### src/rtl/ocal_pkg.sv
package ocal_pkg;

    typedef enum logic [2:0] {
        ST_IDLE       = 3'd0,
        ST_REF_SAMPLE = 3'd1,
        ST_DISCHARGE  = 3'd2,
        ST_TRIM       = 3'd3,
        ST_DONE       = 3'd4
    } ocal_state_e;

    // which common-mode pattern the switch map should drive
    typedef enum logic [1:0] {
        CM_NONE  = 2'd0,
        CM_ALL   = 2'd1,
        CM_UPPER = 2'd2
    } cm_mode_e;

endpackage

### src/rtl/ocal_phase_fsm.sv
module ocal_phase_fsm
    import ocal_pkg::*;
#(
    parameter int SAMPLE_CYCLES = 2
) (
    input  logic     clk,
    input  logic     rst_n,
    input  logic     cal_en,
    input  logic     cmp_valid,
    input  logic     last_step,
    output logic     cal_mode,
    output logic     cal_samp,
    output logic     cal_short,
    output logic     cmp_clk_en,
    output logic     cal_done,
    output logic     clear_code,
    output logic     step_en,
    output cm_mode_e cm_mode
);

    localparam int TW = (SAMPLE_CYCLES > 1) ? $clog2(SAMPLE_CYCLES) : 1;
    localparam logic [TW-1:0] T_LAST = TW'(SAMPLE_CYCLES - 1);

    ocal_state_e state_q, state_d;
    logic [TW-1:0] timer_q;

    // next-state logic
    always_comb begin
        state_d = state_q;
        unique case (state_q)
            ST_IDLE:       if (cal_en) state_d = ST_REF_SAMPLE;
            ST_REF_SAMPLE: begin
                if (!cal_en)               state_d = ST_IDLE;
                else if (timer_q == T_LAST) state_d = ST_DISCHARGE;
            end
            ST_DISCHARGE: state_d = cal_en ? ST_TRIM : ST_IDLE;
            ST_TRIM: begin
                if (!cal_en)        state_d = ST_IDLE;
                else if (last_step) state_d = ST_DONE;
            end
            ST_DONE:       if (!cal_en) state_d = ST_IDLE;
            default:       state_d = ST_IDLE;
        endcase
    end

    // state register and reference-sample phase timer
    always_ff @(posedge clk or negedge rst_n) begin
        if (!rst_n) begin
            state_q <= ST_IDLE;
            timer_q <= '0;
        end else begin
            state_q <= state_d;
            if (state_q == ST_REF_SAMPLE && state_d == ST_REF_SAMPLE)
                timer_q <= timer_q + 1'b1;
            else
                timer_q <= '0;
        end
    end

    // output decode (Moore, plus enable-qualified strobes)
    always_comb begin
        cal_mode   = 1'b0;
        cal_samp   = 1'b0;
        cal_short  = 1'b0;
        cmp_clk_en = 1'b0;
        cal_done   = 1'b0;
        clear_code = 1'b0;
        step_en    = 1'b0;
        cm_mode    = CM_NONE;
        unique case (state_q)
            ST_IDLE: clear_code = cal_en;
            ST_REF_SAMPLE: begin
                cal_mode  = 1'b1;
                cal_samp  = 1'b1;
                cal_short = 1'b1;
            end
            ST_DISCHARGE: begin
                cal_mode  = 1'b1;
                cal_short = 1'b1;
                cm_mode   = CM_ALL;
            end
            ST_TRIM: begin
                cal_mode   = 1'b1;
                cmp_clk_en = 1'b1;
                cm_mode    = CM_UPPER;
                step_en    = cmp_valid && cal_en;
            end
            ST_DONE: cal_done = 1'b1;
            default: ;
        endcase
    end

endmodule

### src/rtl/ocal_trim_acc.sv
module ocal_trim_acc #(
    parameter int TRIM_W  = 5,
    parameter int NUM_CMP = 32
) (
    input  logic              clk,
    input  logic              rst_n,
    input  logic              clear,
    input  logic              step_en,
    input  logic              step_up,
    output logic [TRIM_W-1:0] code,
    output logic              last_step
);

    localparam int CW = $clog2(NUM_CMP + 1);
    localparam logic [TRIM_W-1:0] CODE_MAX = {TRIM_W{1'b1}};
    localparam logic [CW-1:0] CNT_LAST = CW'(NUM_CMP - 1);

    logic [CW-1:0]     steps_q;
    logic [TRIM_W-1:0] code_q;

    assign code      = code_q;
    assign last_step = step_en && (steps_q == CNT_LAST);

    always_ff @(posedge clk or negedge rst_n) begin
        if (!rst_n) begin
            code_q  <= '0;
            steps_q <= '0;
        end else if (clear) begin
            code_q  <= '0;
            steps_q <= '0;
        end else if (step_en) begin
            steps_q <= steps_q + 1'b1;
            if (step_up) begin
                if (code_q != CODE_MAX) code_q <= code_q + 1'b1;
            end else begin
                if (code_q != '0) code_q <= code_q - 1'b1;
            end
        end
    end

endmodule

### src/rtl/ocal_switch_map.sv
module ocal_switch_map
    import ocal_pkg::*;
#(
    parameter int TRIM_W = 5,
    parameter int NUM_SW = 11
) (
    input  logic [TRIM_W-1:0] code,
    input  cm_mode_e          cm_mode,
    output logic [TRIM_W-1:0] pos_ref_hi,
    output logic [TRIM_W-1:0] neg_ref_hi,
    output logic [NUM_SW-1:0] sw_cm
);

    // trim elements sit on the lowest TRIM_W switch positions
    for (genvar i = 0; i < TRIM_W; i++) begin : g_trim
        assign neg_ref_hi[i] = code[i];
        assign pos_ref_hi[i] = ~code[i];
        assign sw_cm[i]      = (cm_mode == CM_ALL);
    end

    for (genvar k = TRIM_W; k < NUM_SW; k++) begin : g_rest
        assign sw_cm[k] = (cm_mode == CM_ALL) || (cm_mode == CM_UPPER);
    end

endmodule

### src/rtl/ocal_ctrl.sv
module ocal_ctrl
    import ocal_pkg::*;
#(
    parameter int TRIM_W        = 5,
    parameter int NUM_SW        = 11,
    parameter int NUM_CMP       = 32,
    parameter int SAMPLE_CYCLES = 2
) (
    input  logic              clk,
    input  logic              rst_n,
    input  logic              cal_en,
    input  logic              cmp_valid,
    input  logic              cmp_decision,
    output logic              cal_mode,
    output logic              cal_samp,
    output logic              cal_short,
    output logic [NUM_SW-1:0] sw_cm,
    output logic              cmp_clk_en,
    output logic              cal_done,
    output logic [TRIM_W-1:0] trim_code,
    output logic [TRIM_W-1:0] pos_ref_hi,
    output logic [TRIM_W-1:0] neg_ref_hi
);

    logic     clear_code;
    logic     step_en;
    logic     last_step;
    cm_mode_e cm_mode;

    ocal_phase_fsm #(.SAMPLE_CYCLES(SAMPLE_CYCLES)) u_fsm (
        .clk        (clk),
        .rst_n      (rst_n),
        .cal_en     (cal_en),
        .cmp_valid  (cmp_valid),
        .last_step  (last_step),
        .cal_mode   (cal_mode),
        .cal_samp   (cal_samp),
        .cal_short  (cal_short),
        .cmp_clk_en (cmp_clk_en),
        .cal_done   (cal_done),
        .clear_code (clear_code),
        .step_en    (step_en),
        .cm_mode    (cm_mode)
    );

    ocal_trim_acc #(.TRIM_W(TRIM_W), .NUM_CMP(NUM_CMP)) u_acc (
        .clk       (clk),
        .rst_n     (rst_n),
        .clear     (clear_code),
        .step_en   (step_en),
        .step_up   (cmp_decision),
        .code      (trim_code),
        .last_step (last_step)
    );

    ocal_switch_map #(.TRIM_W(TRIM_W), .NUM_SW(NUM_SW)) u_map (
        .code       (trim_code),
        .cm_mode    (cm_mode),
        .pos_ref_hi (pos_ref_hi),
        .neg_ref_hi (neg_ref_hi),
        .sw_cm      (sw_cm)
    );

endmodule

### config.mk
export PLATFORM = sky130hd
export DESIGN_NAME = ocal_ctrl
export DESIGN_NICKNAME = d
export VERILOG_FILES = /design/src/rtl/ocal_pkg.sv /design/src/rtl/ocal_phase_fsm.sv /design/src/rtl/ocal_trim_acc.sv /design/src/rtl/ocal_switch_map.sv /design/src/rtl/ocal_ctrl.sv
export SDC_FILE = /design/constraint.sdc
export NUM_CORES = 1
export LEC_CHECK = 0
export BUFFER_PORTS_ARGS = -buffer_cell sky130_fd_sc_hd__buf_4
export CORE_UTILIZATION = 33
export DETAILED_ROUTE_END_ITERATION = 8
export PLACE_DENSITY = 0.71
export SYNTH_ARGS = -nofsm -noshare
export SYNTH_HDL_FRONTEND = slang
export SYNTH_SLANG_ARGS = --single-unit
### constraint.sdc
create_clock -name clk -period 1.5 [get_ports clk]
set_clock_uncertainty 0.2 [all_clocks]
set_input_delay 0.15 -clock clk [delete_from_list [all_inputs] [get_ports clk]]
set_output_delay 0.15 -clock clk [all_outputs]
set_load 0.03 [all_outputs]
Word-level counts from Yosys, hierarchy flattened --
Index checks and enable logic that the tools add are counted.
Storage, ports and cells: bits in registers 15, output and inout bits 31
Operators by class: add/sub/neg operators 4, equality and inequality tests 10, multiplexer cells 24, bitwise operators 5, reduce and logical (&&, ||, !) cells 11
Operators with widths (number):
- $mux W5 | 5
- $mux W3 | 6
- $pmux W3 S5 | 1
- $mux W6 | 2
- $mux W1 | 8
- $add A6 B1 Y6 const B | 1
- $eq A3 B1 Y1 const B | 2
- $eq A3 B2 Y1 const B | 2
- $eq A6 B5 Y1 const B | 1
- $add A5 B1 Y5 const B | 1
- $ne A5 B5 Y1 const B | 1
- $not A1 Y1 | 5
- $reduce_bool A5 Y1 | 1
- $sub A5 B1 Y5 const B | 1
- $pmux W2 S2 | 1
- $eq A3 B3 Y1 const B | 1
- $logic_and A1 B1 Y1 | 3
- $logic_not A3 Y1 | 1
- $ne A3 B1 Y1 const B | 1
- $reduce_and A3 Y1 | 1
- $reduce_bool A3 Y1 | 1
- $reduce_or A3 Y1 | 1
- $eq A2 B1 Y1 const B | 1
- $eq A2 B2 Y1 const B | 1
- 5 further kinds | 5

Depth between registers and ports, before layout --
Gate-level depths: netlist of the first run.
depth in word-level cells 9, mapped depth 6, mapped depth without buffers 6

Cells and area by module --
Synthesis of the first run repeated with hierarchy kept, for this count alone.
Unflattened totals: cell total of the unflattened synthesis 116, area total of the unflattened synthesis 1103.6 µm²
Modules (own cells, without submodules):
- ocal_trim_acc | times used 1, cells each 66, area each 690.7 µm², seq. area each 275.3 µm²
- ocal_phase_fsm | times used 1, cells each 28, area each 269.0 µm², seq. area each 100.1 µm²
- ocal_switch_map | times used 1, cells each 22, area each 143.9 µm², seq. area each 0.0 µm²

Worst setup path after synthesis of the first run --
No wires, ideal clock.
path kind reg-to-reg, start point reg u_acc.code_q[0] (netlist: u_acc.code[0]), end point reg u_acc.code_q[4] (netlist: u_acc.code[4]), arrival 1537 ps, data required time 1218 ps, slack -319 ps, stages on the path, launching flop included 6, buffers on the path 0, cells stage by stage dfrtp_1 fa_1 nand3_1 a21oi_1 o211ai_1 mux2i_1
On the way: cells in the longest elaborated chain, start to end 5, elaborated cells between the ends (all ways) 12, classes of those cells 2 x add/sub; 2 x eq/ne; 5 x mux; 3 x reduce/logical
RTL lines:
- from (decl) | line ocal_trim_acc.sv:19 | logic [TRIM_W-1:0] code_q;
- from (signal assigned) | line ocal_trim_acc.sv:34 | if (code_q != CODE_MAX) code_q <= code_q + 1'b1;
- from (signal assigned) | line ocal_trim_acc.sv:36 | if (code_q != '0) code_q <= code_q - 1'b1;
- $sub A5 B1 Y5 or $add A5 B1 Y5 (tied branches) | line ocal_trim_acc.sv:36, ocal_trim_acc.sv:34
- $mux W5 (on tied branches) | line ocal_trim_acc.sv:36, ocal_trim_acc.sv:34
- $mux W5 | line ocal_trim_acc.sv:33 | if (step_up) begin
- $mux W5 | line ocal_trim_acc.sv:31 | end else if (step_en) begin
- $mux W5 | line ocal_trim_acc.sv:28 | end else if (clear) begin
Parallel ways exist; a longest one is shown, timed or not. The select of a mux whose other input is x is not followed. A chain may end at the register's enable or synchronous reset.

Worst setup path after layout of the first run --
start point reg u_fsm.state_q[1], end point out cal_short
On the way: cells in the longest elaborated chain, start to end 3, elaborated cells between the ends (all ways) 4, classes of those cells 2 x eq/ne; 1 x mux; 1 x reduce/logical
RTL lines:
- from (decl) | line ocal_phase_fsm.sv:24 | ocal_state_e state_q, state_d;
- from (signal assigned) | line ocal_phase_fsm.sv:52 | state_q <= state_d;
- $eq A3 B2 Y1 or $eq A3 B1 Y1 (tied branches) | line ocal_phase_fsm.sv:70 | unique case (state_q)
- $reduce_or A2 Y1 (no source line) (*)
- $mux W1 (*) | line ocal_phase_fsm.sv:70
- to (decl) | line ocal_ctrl.sv:16 | output logic cal_short,
Every way passes the cells marked *; elsewhere a longest branch is shown, timed or not.

==> impl_metrics.yaml, run 1 <==
clock_network:
  clk_pin_slew_ps: 100
  clockBufferDepth: 2
  cts.sinks: 15
  clock_latency_ps: 290
  numCtsBuffers: 3
  h-tree-depth: 1
  cts_tree: "yes"
  root_buffer: "clkbuf_4"
worst_setup_path:
  r2r_end: "u_acc.code[4]"
  reg2reg_slack_ps: -240
  critical_path_class: "reg2out"
  worstPathMaxFanout: 4
  cp.arrival_ps: 1440
  start_kind: "flip-flop"
  worstPathRequired_ps: 1150
  r2r-start: "u_acc.code[1]"
  rr_worst_depth: 5
  end_kind: "output pin"
synthesis:
  syn_area_per_cell_um2: 8.790
  yosysMostFrequentCell: "dfrtp_1"
  ys_types: 34
  syn_area_um2: 1055
  synth_ff_type: "dfrtp_1"
  synth_commonest_cells: "dfrtp_1 (15), buf_4 (14), nand2_1 (12), inv_1 (10), nor2_1 (9)"
  synth_top_area_cell: "dfrtp_1"
  synthTopCellsByArea: "dfrtp_1 (36%), buf_4 (10%), ha_1 (5.9%), nand2_1 (4.3%), inv_1 (3.6%)"
  synth_top_area_share_pct: 35.59
  synthArstFlopShare_pct: 100.0
  synth_seq_cells: 15
  ys_warn_count: 0
  synth_nets: 131
  synth_seq_area_share_pct: 35.59
  synth_cells: 120
  synth_edf_count: 0
detailed_routing:
  drt_wl_total_mm: 3.449
  antenna_left: 0
  dr.pass1.iters: 4
  avgRoutedWirePerCell_um: 15.19
  drt_iter0_markers: 38
  vias_per_cell: 4.996
  vias: 1134
  remaining_drc_errors: 0
power_and_ir_drop:
  leakage_nw: 0.9336
  switching_power_mw: 0.4097
  swShare_pct: 35.89
  p_per_area_nw_per_um2: 575.3
  power_frac_seq_pct: 38.1
  peakVddDrop_mv: 0.3173
  p_clk_share_pct: 21.4
  power_mw: 1.142
  p_int_mw: 0.7319
  pwr-share-comb_pct: 40.5
sta:
  fin_crit_ps: 1791
  worstMarginPinSlew_ps: 355.6
  fmax_ghz: 0.5582
  setup_ws_ps: -291.4
  max_slew_margin_pct: 76.27
  drv_slew: 0
  finalSetupViolCount: 32
  rsz0062_at_grt: "true"
  fin_crit_sh_pct: 119.4
  finalHoldViolations: 0
floorplan:
  ioPinCount: 36
  dieArea_um2: 3426
  core_um2: 3053
  rows: 20
  initial_core_util_pct: 34.55
  fp.dieH_um: 58.54
  dieWidth_um: 58.54
placed_design:
  portBuffers: 35
  dp_hpwl_mm: 2.132
  dp_cells: 207
  place.gp.congestion: 0.8118
cells_and_area:
  diodes: 0
  nNetsFinal: 195
  layout-drive-gt1-share_pct: 66.12
  final_cells: 227
  area_growth_pct: 88.14
status:
  violations: "setup timing"
  status: "finished with violations"
global_route:
  grt_pass1_wl_mm: 5.375
  antenna_found_initial: 0
  grt_max_degree: 16
  grt.overflow.total: 0
  grt_pass1_vias: 1175
  groute.usage.overall_pct: 20.73
worst_hold_path:
  hold_class: "in2async"
job:
  max_cap_viol_count: 0
final cells by class:
class	count	area, um2
repair buffers	74	708.2
flip-flops and latches	15	382.9
multi-input cells	79	753.2
inverters	11	58.81
clock buffers	4	26.28
well taps	44	55.05
fillers	216	1069
repair_timing:
item                       in CTS  in global routing
hold endpoints to repair       17                  0
pin swaps                      19                  6
setup endpoints to repair      30                 40
setup buffers                  10                  5
gates resized for setup        58                 22
hold buffers                    2                  0
worst max-delay path by stage:
stage / startpoint / end / cells past startpoint
5_1_grt: u_fsm.state_q[1] / cal_short / 4
3_3_place_gp: cmp_decision / u_acc.code[3] / 7
2_1_floorplan: u_acc.code[0] / u_acc.code[4] / 5
3_5_place_dp: cmp_decision / u_acc.code[4] / 7
6_report: u_fsm.state_q[1] / cal_short / 4
4_1_cts: u_fsm.state_q[0] / sw_cm[8] / 5
through the flow:
| step | utilization, % | area [um2] | hold WS (ps) | setup slack (ps) | TNS, ps |
|---|---|---|---|---|---|
| after floorplan | - | 1155 | -345.6 | -193.3 | -964.1 |
| after global placement | 49.71 | 1518 | -185.9 | -161.6 | -727.4 |
| after detailed placement | 49.71 | 1518 | -180.3 | -257.9 | -1273 |
| after CTS | 61.56 | 1879 | 41.63 | -281.2 | -4581 |
| after global routing | 65.00 | 1984 | 67.05 | -346.9 | -6709 |
| final | 65.00 | 1984 | 42.48 | -291.4 | -5181 |
kinds of logic after synthesis:
logic type	synth area share [%]
and+or+nand+nor	22.66
buffers and inverters	14.23
AOI/OAI and AO/OA	13.76
DFF	35.59
xor gates and xnor gates	4.983
adders and majority gates	7.829
muxes	0.9490
critical path, cell delays in order, from the launching register on:
cell	delay, ps
dfrtp_2	470
buf_4	170
nand3b_1	200
o21ai_1	120
buf_4	190
power by group through the flow:
stage	Combinational, mW	Clock [mW]	Sequential [mW]
global route	0.487	0.271	0.436
floorplan	0.222	0	0.449
global placement	0.331	0	0.440
finish	0.463	0.244	0.434
detailed placement	0.339	0	0.441
CTS	0.421	0.249	0.434
per-layer routing:
metal	GRT usage, %	part of all wire (%)	vias up
met4	9.184	1.0	0
met1	25.52	41	567
met2	35.47	53	40
met5	0	0	-
li1	-	-	523
met3	3.736	4.8	4
state kept, by name, summed over array words and instances (netlist names):
name	flops
u_acc.steps_q	6
u_fsm.timer_q	1
u_fsm.state_q	3
u_acc.code	5
cells in the final DEF (no fill, tap or decap), types with 2 or more instances in the layout:
cell	synthesis	final
inv_1	10	4
inv_4	0	2
buf_4	14	35
o21ai_1	0	2
nor2_4	0	3
dfrtp_2	0	6
dlygate4sd3_1	0	2
xor2_1	3	2
clkbuf_4	0	3
nand3b_1	2	2
a21oi_2	0	6
xnor2_1	3	3
inv_2	1	3
dfrtp_1	15	9
o211ai_1	3	3
nand2_1	12	11
buf_6	0	36
nor2_1	9	6
nor4_4	0	2
o21ai_2	0	2
a21o_1	2	2
ha_4	0	4
nand3_2	0	2
nand3_1	5	3
nor3_2	0	2
o21ai_0	6	2
Power figures use the tool's default switching activity.
==> inputs of run 2 (changes only) <==
--- a/config.mk
+++ b/config.mk
@@ -6,6 +6,7 @@
 export NUM_CORES = 1
 export LEC_CHECK = 0
 export BUFFER_PORTS_ARGS = -buffer_cell sky130_fd_sc_hd__buf_4
+export CAP_MARGIN = 40
 export CORE_UTILIZATION = 33
 export DETAILED_ROUTE_END_ITERATION = 8
 export PLACE_DENSITY = 0.71
==> constraint.sdc (replaced) <==
create_clock -name clk -period 1.5 [get_ports clk]
set_clock_uncertainty 0.2 [all_clocks]
set_input_delay 0.075 -clock clk [delete_from_list [all_inputs] [get_ports clk]]
set_output_delay 0.075 -clock clk [all_outputs]
set_load 0.03 [all_outputs]
==> impl_metrics.yaml, run 2 (same netlist as run 1, synthesis figures left out) <==
worst_setup_path:
  end_kind: "flip-flop"
  cpPeakStageDelay_ps: 510
  worstPathRequired_ps: 1530
  start_kind: "flip-flop"
  critical_path_class: "reg2reg"
  rr_worst_depth: 5
  crit_slowest_cell: "dfrtp_2"
  worstPathMaxFanout: 5
  path_delay_family: "flip-flops"
  path_cells: "fa_2 -> nand3_2 -> a21oi_1 -> o211ai_1 -> mux2i_1"
  cp.arrival_ps: 1810
  crit_buf_inv: 0
  crit_cells: 5
power_and_ir_drop:
  peakVddDrop_mv: 0.1994
  leakage_nw: 0.9587
  p_per_area_nw_per_um2: 564.6
global_route:
  grt_max_degree: 16
  grt_pass1_vias: 1052
  grt_pass1_wl_mm: 4.685
  grt.overflow.total: 0
  groute.usage.overall_pct: 17.93
  antenna_found_initial: 0
sta:
  finalSetupViolCount: 28
  worst_hold_slack_ps: 203.3
  drv_slew: 0
  fin_crit_ps: 1777
  fin_crit_sh_pct: 118.5
  rsz0062_at_grt: "true"
  max_slew_margin_pct: 75.94
  finalHoldViolations: 0
  worstMarginPinSlew_ps: 357.1
  fmax_ghz: 0.5626
  setup_ws_ps: -277.5
detailed_routing:
  antenna_left: 0
  remaining_drc_errors: 0
  vias_per_cell: 5.066
  drt_wl_total_mm: 3.561
  vias: 1155
  drt_iter0_markers: 53
  avgRoutedWirePerCell_um: 15.62
  dr.pass1.iters: 6
worst_hold_path:
  hold_class: "in2reg"
  min_path_cells: 5
cells_and_area:
  seqCellArea_um2: 382.9
  nFillCells: 207
  largest_reg_flops: 6
  nNetsFinal: 196
  diodes: 0
  layout-drive-gt1-share_pct: 69.02
  top_register: "u_acc.steps_q"
  layout_commonest_cell: "buf_6"
  fin_area_um2: 2079
  area_growth_pct: 97.15
  final_cells: 228
  layout_common_cells: "buf_6 (40), buf_4 (29), nand2_1 (10)"
  multi_input_area_um2: 794.5
clock_network:
  root_buffer: "clkbuf_4"
  numCtsBuffers: 3
  clk_pin_slew_ps: 110
  cts_tree: "yes"
  clock_latency_ps: 300
  cts.sinks: 15
  clockBufferDepth: 2
  h-tree-depth: 1
floorplan:
  core_um2: 3053
  rows: 20
  ioPinCount: 36
  dieWidth_um: 58.54
  initial_core_util_pct: 34.55
  fp.dieH_um: 58.54
  dieArea_um2: 3426
status:
  status: "finished with violations"
  violations: "setup timing"
placed_design:
  place.gp.congestion: 0.9587
  dp_hpwl_mm: 2.018
  portBuffers: 35
  placed_area_um2: 1508
  dp_cells: 206
job:
  max_cap_viol_count: 0
[run 2: metrics by stage]
step	utilization (%)	setup TNS [ps]	setup WS (ps)	power [mW]
after floorplan	-	-575.5	-193.3	0.6667
after detailed placement	49.39	-651.9	-167.5	0.7773
after CTS	59.22	-4357	-207.4	1.094
after global routing	68.11	-5204	-322.7	1.214
after global placement	49.39	-580.0	-150.4	0.7718
final	68.11	-3727	-277.5	1.174
[run 2: final cells by class]
type | instances | area share [%]
clock buffers | 3 | 1.083
clock inverters | 1 | 0.2407
inverters | 11 | 2.948
multi-input cells | 79 | 38.21
flip-flops and latches | 15 | 18.41
well taps | 44 | 2.647
repair buffers | 75 | 36.46
[run 2: metal layers]
layer | vias to the layer above | global-route usage [%] | part of all wire (%)
met4 | 0 | 8.503 | 1.8
met1 | 578 | 21.35 | 43
li1 | 531 | - | -
met5 | - | 0 | 0
met3 | 8 | 2.418 | 2.9
met2 | 38 | 31.86 | 53
[run 2: report_power, final]
group          switching, mW  internal [mW]
Sequential            0.0174          0.417
Clock                  0.151         0.0993
Combinational          0.256          0.234
[run 2: tightest hold or removal path, stage by stage]
cell,delay [ps]
buf_4,120
and2_1,180
nand4_4,140
o311ai_4,80
nand2_1,70
[run 2: path summary, 6_finish.rpt]
kind,startpoint,end,slack (ps)
worst max-delay path,u_acc.code[1],u_acc.code[4],-280
worst min-delay path,cal_en,u_fsm.state_q[0],200
worst max register to register,u_acc.code[1],u_acc.code[4],-280
worst min register to register,u_fsm.timer_q,u_fsm.timer_q,280
max in group asynchronous,rst_n,u_fsm.state_q[1],380
min in group asynchronous,rst_n,u_fsm.timer_q,500
[run 2: repair_timing]
action,CTS,global route
hold endpoints to repair,18,9
setup buffers,5,11
pin swaps,16,16
hold buffers,3,1
setup endpoints to repair,24,55
resized for setup,52,45
==> inputs of run 3 (changes only) <==
--- a/config.mk
+++ b/config.mk
@@ -7,9 +7,11 @@
 export LEC_CHECK = 0
 export BUFFER_PORTS_ARGS = -buffer_cell sky130_fd_sc_hd__buf_4
 export CAP_MARGIN = 40
-export CORE_UTILIZATION = 33
+export CORE_UTILIZATION = 44
+export CTS_CLUSTER_DIAMETER = 60
 export DETAILED_ROUTE_END_ITERATION = 8
-export PLACE_DENSITY = 0.71
+export MAX_ROUTING_LAYER = met4
+export PLACE_DENSITY = 0.86
 export SYNTH_ARGS = -nofsm -noshare
 export SYNTH_HDL_FRONTEND = slang
 export SYNTH_SLANG_ARGS = --single-unit
==> impl_metrics.yaml, run 3 (same netlist as run 1, synthesis figures left out) <==
worst_setup_path:
  end_kind: "output pin"
  cpPeakStageDelay_ps: 470
  rr_worst_depth: 6
  worstPathMaxFanout: 6
  critical_path_class: "reg2out"
  crit_slowest_cell: "dfrtp_2"
  cp.arrival_ps: 1490
  path_delay_family: "flip-flops"
  path_cells: "nand2b_4 -> nor2_4 -> ha_4 -> inv_6 -> buf_6"
  r2r-start: "u_acc.code[1]"
  crit_start: "u_fsm.state_q[0]"
  worstPathRequired_ps: 1220
  start_kind: "flip-flop"
  crit_buf_inv: 2
  r2r_end: "u_acc.code[0]"
  reg2reg_slack_ps: -250
detailed_routing:
  dr.pass1.iters: 4
  vias: 1183
  vias_per_cell: 5.633
  avgRoutedWirePerCell_um: 18.60
  drt_wl_total_mm: 3.907
  remaining_drc_errors: 0
  drt_iter0_markers: 16
  antenna_left: 0
sta:
  fmax_ghz: 0.5657
  finalSetupViolCount: 29
  fin_crit_sh_pct: 117.8
  finalHoldViolations: 0
  max_slew_margin_pct: 76.77
  worstMarginPinSlew_ps: 344.8
  finalSetupTns_ps: -4871
  setup_ws_ps: -267.7
  drv_slew: 0
  fin_crit_ps: 1768
  worst_hold_slack_ps: 166.3
  rsz0062_at_grt: "true"
status:
  violations: "setup timing"
  status: "finished with violations"
global_route:
  grt_pass1_wl_mm: 5.506
  grt_pass1_vias: 1209
  antenna_found_initial: 0
  grt_max_degree: 16
  grt.overflow.total: 0
  groute.usage.overall_pct: 30.67
cells_and_area:
  diodes: 0
  final_cells: 210
  area_growth_pct: 88.73
  layout_commonest_cell: "buf_4"
  multi_input_area_um2: 779.5
  top_register: "u_acc.steps_q"
  utilization_pct: 89.13
  seqCellArea_um2: 382.9
  nFillCells: 96
  nNetsFinal: 194
  layout-drive-gt1-share_pct: 65.38
  largest_reg_flops: 6
  fin_area_um2: 1991
  layout_common_cells: "buf_4 (36), buf_6 (30), nand2_1 (12)"
floorplan:
  dieWidth_um: 50.96
  dieArea_um2: 2597
  ioPinCount: 36
  core_um2: 2233
  rows: 17
  initial_core_util_pct: 47.23
  fp.dieH_um: 50.96
placed_design:
  place.gp.congestion: 0.8240
  dp_cells: 188
  portBuffers: 35
  placed_area_um2: 1473
  dp_hpwl_mm: 1.963
worst_hold_path:
  hold-path-endpoint: "u_acc.steps_q[5]"
  min_from: "cmp_valid"
  hold_class: "in2reg"
  min_path_cells: 5
clock_network:
  clock_latency_ps: 290
  root_buffer: "clkbuf_4"
  h-tree-depth: 1
  numCtsBuffers: 3
  clk_pin_slew_ps: 100
  clockBufferDepth: 2
  cts.sinks: 15
  cts_tree: "yes"
power_and_ir_drop:
  switching_power_mw: 0.4269
  leakage_nw: 0.9253
  p_per_area_nw_per_um2: 593.2
  pwr-share-comb_pct: 41.8
  power_frac_seq_pct: 37.1
  swShare_pct: 36.15
  peakVddDrop_mv: 0.4345
  p_int_mw: 0.7539
  p_clk_share_pct: 21.2
job:
  max_cap_viol_count: 0
[run 3: worst min-delay path, stage by stage]
cell and delay [ps]:
buf_4 120, nand2_1 180, nor4_4 80, xnor2_1 140, nor2_1 40
[run 3: power by group through the flow]
| stage | registers (mW) | logic [mW] | clock network [mW] |
|---|---|---|---|
| 6_report | 0.438 | 0.493 | 0.250 |
| 3_5_place_dp | 0.443 | 0.328 | 0 |
| 3_3_place_gp | 0.442 | 0.323 | 0 |
| 4_1_cts | 0.434 | 0.415 | 0.248 |
| 2_1_floorplan | 0.448 | 0.218 | 0 |
| 5_1_grt | 0.439 | 0.517 | 0.274 |
[run 3: layer usage]
metal,track usage [%],routed length [um],up-vias
met1,29.21,1518,577
li1,-,-,526
met3,4.464,219,19
met2,59.43,2022,61
met5,-,0,-
met4,14.35,146,0
[run 3: worst max path at each step]
stage                    end  cells past startpoint
4_1_cts             sw_cm[6]                      5
2_1_floorplan  u_acc.code[4]                      5
6_report            sw_cm[5]                      5
5_1_grt        u_acc.code[4]                      5
3_3_place_gp   u_acc.code[4]                      5
3_5_place_dp   u_acc.code[4]                      5
[run 3: final cells by class]
type	count	share of cell area, %
Multi-Input combinational cell	79	39.16
Timing Repair Buffer	73	35.58
Sequential cell	15	19.23
Inverter	11	2.954
Tap cell	28	1.760
Clock buffer	4	1.320
[run 3: repair_timing]
item / CTS / global route
hold endpoints to repair: 18 / 15
buffers inserted: 10 / 6
pin swaps: 12 / 14
gates cloned: 0 / 0
gates resized for setup: 40 / 38
hold buffers: 3 / 1
endpoints found under the setup margin: 24 / 49
[run 3: through the flow]
stage	power [mW]	setup WS, ps
floorplan	0.6667	-193.3
global placement	0.7647	-114.6
detailed placement	0.7718	-190.3
CTS	1.098	-221.6
global route	1.230	-329.7
finish	1.181	-267.7
